**src/rtl/dcr_pkg.sv**
```systemverilog
package dcr_pkg;

    localparam int DCR_COEF_W   = 16;
    localparam int DCR_PIX_W    = 8;
    localparam int DCR_ROWS     = 4;
    localparam int DCR_BLK_COLS = 4;
    localparam int DCR_NBLK     = 2;
    localparam int DCR_SHIFT    = 3;

    typedef enum logic [1:0] {
        S_IDLE    = 2'd0,
        S_LOAD    = 2'd1,
        S_PRESENT = 2'd2
    } dcr_state_e;

endpackage

```
**src/rtl/dcr_dc_scale.sv**
```systemverilog
module dcr_dc_scale #(
    parameter int COEF_W = 16,
    parameter int SHIFT  = 3
) (
    input  logic [COEF_W-1:0] coef,
    input  logic [COEF_W-1:0] dq,
    output logic [COEF_W-1:0] off
);
    localparam int PROD_W = 2 * COEF_W;
    localparam logic signed [PROD_W-1:0] HALF = PROD_W'(1) <<< (SHIFT - 1);

    logic signed [PROD_W-1:0] coef_x;
    logic signed [PROD_W-1:0] dq_x;
    logic signed [PROD_W-1:0] product;
    logic signed [PROD_W-1:0] biased;
    logic signed [PROD_W-1:0] scaled;

    always_comb begin
        coef_x  = {{COEF_W{coef[COEF_W-1]}}, coef};
        dq_x    = {{COEF_W{dq[COEF_W-1]}}, dq};
        product = coef_x * dq_x;
        biased  = product + HALF;
        scaled  = biased >>> SHIFT;
        off     = scaled[COEF_W-1:0];
    end

endmodule

```
**src/rtl/dcr_pix_clamp.sv**
```systemverilog
module dcr_pix_clamp #(
    parameter int PIX_W = 8,
    parameter int OFF_W = 16
) (
    input  logic [PIX_W-1:0] pred_px,
    input  logic [OFF_W-1:0] off,
    output logic [PIX_W-1:0] recon_px
);
    localparam int SUM_W = OFF_W + 2;
    localparam logic signed [SUM_W-1:0] PIX_MAX = SUM_W'((1 << PIX_W) - 1);

    logic signed [SUM_W-1:0] pred_x;
    logic signed [SUM_W-1:0] off_x;
    logic signed [SUM_W-1:0] total;

    always_comb begin
        pred_x = {{(SUM_W - PIX_W){1'b0}}, pred_px};
        off_x  = {{2{off[OFF_W-1]}}, off};
        total  = pred_x + off_x;
        if (total < 0) begin
            recon_px = '0;
        end else if (total > PIX_MAX) begin
            recon_px = '1;
        end else begin
            recon_px = total[PIX_W-1:0];
        end
    end

endmodule

```
**src/rtl/dcr_ctrl.sv**
```systemverilog
module dcr_ctrl
    import dcr_pkg::*;
#(
    parameter int NBLK = 2
) (
    input  logic            clk,
    input  logic            rst_n,
    input  logic            in_valid,
    input  logic            out_ready,
    output logic            in_ready,
    output logic            load_in,
    output logic            load_out,
    output logic            out_valid,
    output logic [NBLK-1:0] clr_dc
);
    dcr_state_e state_q;
    dcr_state_e state_d;

    always_comb begin
        state_d = state_q;
        unique case (state_q)
            S_IDLE:    if (in_valid) state_d = S_LOAD;
            S_LOAD:    state_d = S_PRESENT;
            S_PRESENT: if (out_ready) state_d = in_valid ? S_LOAD : S_IDLE;
            default:   state_d = S_IDLE;
        endcase
    end

    always_ff @(posedge clk or negedge rst_n) begin
        if (!rst_n) state_q <= S_IDLE;
        else        state_q <= state_d;
    end

    always_comb begin
        in_ready  = 1'b0;
        load_out  = 1'b0;
        out_valid = 1'b0;
        clr_dc    = '0;
        unique case (state_q)
            S_IDLE: begin
                in_ready = 1'b1;
            end
            S_LOAD: begin
                load_out = 1'b1;
                clr_dc   = '1;
            end
            S_PRESENT: begin
                out_valid = 1'b1;
                in_ready  = out_ready;
            end
            default: begin
                in_ready = 1'b0;
            end
        endcase
        load_in = in_valid && in_ready;
    end

endmodule

```
**src/rtl/dcr_pair_top.sv**
```systemverilog
module dcr_pair_top
    import dcr_pkg::*;
#(
    parameter int COEF_W   = DCR_COEF_W,
    parameter int PIX_W    = DCR_PIX_W,
    parameter int ROWS     = DCR_ROWS,
    parameter int BLK_COLS = DCR_BLK_COLS,
    parameter int NBLK     = DCR_NBLK,
    parameter int SHIFT    = DCR_SHIFT
) (
    input  logic                                 clk,
    input  logic                                 rst_n,
    input  logic                                 in_valid,
    output logic                                 in_ready,
    input  logic [NBLK*COEF_W-1:0]               dc_coef,
    input  logic [COEF_W-1:0]                    dq,
    input  logic [ROWS*BLK_COLS*NBLK*PIX_W-1:0]  pred,
    output logic                                 out_valid,
    input  logic                                 out_ready,
    output logic [ROWS*BLK_COLS*NBLK*PIX_W-1:0]  recon,
    output logic [NBLK-1:0]                      clr_dc
);
    localparam int ROW_PIX = BLK_COLS * NBLK;
    localparam int NPIX    = ROWS * ROW_PIX;
    localparam int BUS_W   = NPIX * PIX_W;

    logic              load_in;
    logic              load_out;
    logic [COEF_W-1:0] off_d [NBLK];
    logic [COEF_W-1:0] off_q [NBLK];
    logic [BUS_W-1:0]  pred_q;
    logic [BUS_W-1:0]  recon_d;
    logic [BUS_W-1:0]  recon_q;

    dcr_ctrl #(
        .NBLK(NBLK)
    ) u_ctrl (
        .clk      (clk),
        .rst_n    (rst_n),
        .in_valid (in_valid),
        .out_ready(out_ready),
        .in_ready (in_ready),
        .load_in  (load_in),
        .load_out (load_out),
        .out_valid(out_valid),
        .clr_dc   (clr_dc)
    );

    for (genvar b = 0; b < NBLK; b++) begin : g_blk
        dcr_dc_scale #(
            .COEF_W(COEF_W),
            .SHIFT (SHIFT)
        ) u_scale (
            .coef(dc_coef[b*COEF_W +: COEF_W]),
            .dq  (dq),
            .off (off_d[b])
        );
    end

    always_ff @(posedge clk or negedge rst_n) begin
        if (!rst_n) begin
            for (int b = 0; b < NBLK; b++) off_q[b] <= '0;
            pred_q <= '0;
        end else if (load_in) begin
            for (int b = 0; b < NBLK; b++) off_q[b] <= off_d[b];
            pred_q <= pred;
        end
    end

    for (genvar p = 0; p < NPIX; p++) begin : g_pix
        localparam int COL = p % ROW_PIX;
        localparam int BLK = COL / BLK_COLS;
        dcr_pix_clamp #(
            .PIX_W(PIX_W),
            .OFF_W(COEF_W)
        ) u_lane (
            .pred_px (pred_q[p*PIX_W +: PIX_W]),
            .off     (off_q[BLK]),
            .recon_px(recon_d[p*PIX_W +: PIX_W])
        );
    end

    always_ff @(posedge clk or negedge rst_n) begin
        if (!rst_n)        recon_q <= '0;
        else if (load_out) recon_q <= recon_d;
    end

    assign recon = recon_q;

endmodule

```
**config.mk**
```make
export PLATFORM = sky130hd
export DESIGN_NAME = dcr_pair_top
export DESIGN_NICKNAME = d
export VERILOG_FILES = /design/src/rtl/dcr_pkg.sv /design/src/rtl/dcr_dc_scale.sv /design/src/rtl/dcr_pix_clamp.sv /design/src/rtl/dcr_ctrl.sv /design/src/rtl/dcr_pair_top.sv
export SDC_FILE = /design/constraint.sdc
export NUM_CORES = 2
export LEC_CHECK = 0
export ABC_AREA = 1
export BUFFER_PORTS_ARGS = -buffer_cell sky130_fd_sc_hd__buf_2
export CAP_MARGIN = 20
export CORE_ASPECT_RATIO = 0.7
export CORE_MARGIN = 2
export CORE_UTILIZATION = 46
export CTS_BUF_LIST = sky130_fd_sc_hd__clkbuf_16
export DETAILED_ROUTE_END_ITERATION = 8
export SLEW_MARGIN = 20
export SYNTH_ARGS = -nofsm -noshare
export SYNTH_HDL_FRONTEND = slang
export SYNTH_HIERARCHICAL = 1
export SYNTH_SLANG_ARGS = --single-unit
```
**constraint.sdc**
```tcl
create_clock -name clk -period 4.05 [get_ports clk]
set_input_delay 0.6075 -clock clk [delete_from_list [all_inputs] [get_ports clk]]
set_output_delay 0.6075 -clock clk [all_outputs]
set_load 0.01 [all_outputs]
```
==> key figures <==
Timing
  – RSZ-0062 raised after global routing: yes
  – Tmin final: 4.74 ns
  – Worst slew margin: 30.4%
  – Final worst setup slack: -0.694 ns
  – Worst slew pin tran: 1.04 ns
  – Number of setup violations in the final report: 22
  – Fin. max-slew vios: 0
  – F_max: 211 MHz
  – Period utilization: 117%
  – Hold Fails Final Rpt: 0
  – Clock Skews: 0.0293 ns
  – Hold slack: 0.120 ns

Yosys
  – Count leader, synth: nand2_1
  – Mapped Avg Cell Area: 6.46 um2
  – Seq cells post-synth: approximately 550
  – Yosys cell types: 46
  – Post-synth EDFFs: 0
  – Ys flop type: dfrtp_1
  – Net Count, Synth: 10.5k
  – Synth async-reset ratio: between 90% and 100%
  – Register area share after synthesis: 22.3%
  – Synth Warn #: 6
  – Post-Synthesis Cells: 9,496
  – Area contributors post-synth: nand2_1, dfrtp_1, inv_1, fa_1, ha_1
  – Top post-synthesis cells by count: nand2_1, inv_1, nand3_1
  – Syn Std Cell Area: 0.0614 mm2
  – Top cell type's share of synthesized area: 25.4%
  – Yosys top cell by area: nand2_1

Critical path
  – CP peak stage delay: 0.56 ns
  – Most frequent cell on the critical path: fa_1
  – Critical Path Sink Type: register
  – Crit-path cells: bufbuf_16 > nand2_4 > inv_2 > fa_1 > inv_2 > fa_1 > fa_1 > inv_2 > fa_1 > fa_1 > inv_2 > fa_1 > inv_2 > ha_4 > nand2_4 > nor3_4 > nand2_2 > o21ai_2 > xor2_1 > nand2_1 > nand2_1
  – Worst path slowest cell: fa_1
  – Critical path class: primary input to register
  – Critical path's top delay family: adder cells
  – Arr. time, crit path: 5.34 ns
  – CP Launch Type: primary input
  – Critical Path RT: approximately 4.7 ns
  – Crit path max fanout: 6
  – CP Buf/Inv Count: 6

Place
  – DP Cell Count: ~12k
  – Placer Congestion: 0.905
  – DP Worst Slack: -1.66 ns
  – I/O Buffers: around 570
  – DP HPWL: 148,000 um
  – Placed Area: slightly below 0.07 mm2

Drt
  – TritonRoute pass-1 iters: 6
  – DRT iter0 DRCs: 3,983
  – Total Wirelength: 194,000 um
  – Residual DRC: 0
  – Vias/cell: 4.93
  – WL/cell: 16.1 um
  – Via count: approximately 60k
  – Detail Route Antenna Nets: 0

Clocking
  – Total CTS buffers: 61
  – CTS tree: done
  – Clock tree buffer depth: 3
  – H-tree Lvls: 2
  – Worst-Skew Late Latency: 0.69 ns
  – Clock-pin slew on the worst setup and hold paths: 0.07 ns
  – CTS Root Cell: clkbuf_16
  – # clock sinks: 546

Min path
  – HP Class: primary input to register

Cells and area
  – Layout net count: 11.2k
  – Fillcell total: ~13k
  – Layout cells sized above 1: 18.1%
  – Non-filler cells, final: 12.1k
  – Cell area after layout: 0.0719 mm2
  – Area Growth Syn to Fin: 17.2%

Die
  – Num rows: 112
  – Io pins: 568
  – Die Area: 0.136 mm2
  – Starting Density: 46.2%
  – Die X: 441 um
  – CORE AREA: 0.133 mm2
  – Die Y-Extent: approximately 310 um

Pwr
  – Pwr dens: 875 mW/mm2
  – VDD IR max: about 2500 uV
  – Design Power: 62.9 mW
  – Static Leak: 42.0 nW

Outcome
  – Failing checks: setup timing
  – Status: finished, violations left

Global route
  – All-layer global routing usage: 28.2%
  – Initial antenna violation count: 9
  – First-pass GRT wire length: 309,000 um
  – Largest net degree at the start of global routing: 158
  – Vias in the first global route: 57.4k
  – Remaining Overflow, GRT: 0

Run
  – Number of max-cap violations: 0
worst paths after layout:
check,start,to,slack (ns),cells past startpoint
max,dq[5],off_q[14],-0.69,21
min,pred[97],pred_q[97],0.12,3
max reg2reg,off_q[0],recon[119],0.61,19
min reg2reg,recon[250],recon[250],0.46,2
max in group asynchronous,rst_n,pred_q[254],2.48,3
min in group asynchronous,rst_n,pred_q[225],0.53,2
cell usage in the layout (no fill, tap or decap), drive strengths merged, types with 2 or more instances in the layout:
cell / synthesis / layout
diode: 0 / 3
nor2: 377 / 377
inv: 1864 / 1877
fa: 278 / 278
o21a: 2 / 2
ha: 380 / 380
a21oi: 63 / 63
o2111ai: 2 / 2
nand3: 885 / 885
o21ai: 10 / 10
a21o: 35 / 35
o31ai: 2 / 2
a31oi: 35 / 35
nand3b: 98 / 98
clkinv: 2 / 25
nor3: 3 / 3
and2: 32 / 32
a221oi: 2 / 2
bufinv: 0 / 4
nand2: 4323 / 4323
xnor2: 137 / 137
clkbuf: 37 / 63
a21boi: 32 / 32
nand4: 69 / 69
clkinvlp: 0 / 8
dfrtp: 546 / 546
xor2: 61 / 61
o21bai: 6 / 6
buf: 143 / 875
or2: 70 / 70
worst register-to-register path, stage by stage, from the launching register on:
cell and delay [ns]:
dfrtp_1 0.92, buf_4 0.31, ha_1 0.22, inv_1 0.08, fa_1 0.40, inv_1 0.08, nand2_1 0.08, nand2_1 0.10
and2_1 0.21, nand2_1 0.10, nand3_1 0.07, nand2_1 0.05, inv_1 0.04, nand2_1 0.07, nor2_4 0.23, nand3_1 0.12
nand2_1 0.07, inv_1 0.06, nand2_1 0.06, nand2_1 0.06
report_power, final:
part           switching (mW)  internal, mW
sequential               2.19          7.55
combinational            28.5          19.1
clock                    2.57          3.04
total                    33.2          29.7
layer usage:
| metal | GRT usage (%) | part of all wire, % | vias up |
|---|---|---|---|
| li1 | - | - | 30000 |
| met1 | 39.7 | 47 | 27800 |
| met2 | 45.7 | 45 | 1377 |
| met3 | 3.05 | 4.6 | 268 |
| met4 | 8.42 | 3.2 | 6 |
| met5 | 0 | 0.018 | - |
through the flow:
stage	TNS, ns	util (%)
3_5_place_dp	-34.97	51.5
5_1_grt	-13.65	54.1
6_report	-10.31	54.2
3_3_place_gp	-33.85	51.5
4_1_cts	-9.29	53.8
2_1_floorplan	-17.48	-
final cells by class:
| type | instances | area (um2) | share of cell area, % |
|---|---|---|---|
| multi-input combinational | 6904 | 40800 | 56.7 |
| clock inverter | 48 | 394 | 0.548 |
| inverter | 1866 | 7040 | 9.78 |
| sequential | 546 | 13700 | 19.0 |
| tap | 1767 | 2210 | 3.07 |
| antenna | 3 | 7.51 | 0.0104 |
| timing repair buffer | 878 | 6280 | 8.73 |
| clock buffer | 62 | 1550 | 2.16 |
sequential cells by signal (all words and copies together), names as in the netlist:
register and flops:
pred_q 256, recon 256, off_q 32, u_ctrl/state_q 2
cells by family (layout without fill, tap and decap cells):
logic type	Yosys count	after routing	synth area share, %
AND/OR/NAND/NOR	5859	5859	42.9
adder cells (fa/ha/maj)	658	658	16.8
AO/OA/AOI/OAI	189	189	1.96
buffers and inverters	2046	2854	13.2
flip-flops	546	546	22.3
other	0	3	0
XOR/XNOR	198	198	2.83
timing repair:
| action | CTS | global route |
|---|---|---|
| pin swaps | 163 | 115 |
| hold buffers | 1 | 0 |
| buffers inserted | 26 | 17 |
| hold endpoints to repair | 36 | 0 |
| cloned | 3 | 0 |
| resized for setup | 209 | 120 |
| setup endpoints to repair | 24 | 24 |
(Power assumes the default switching activity.)
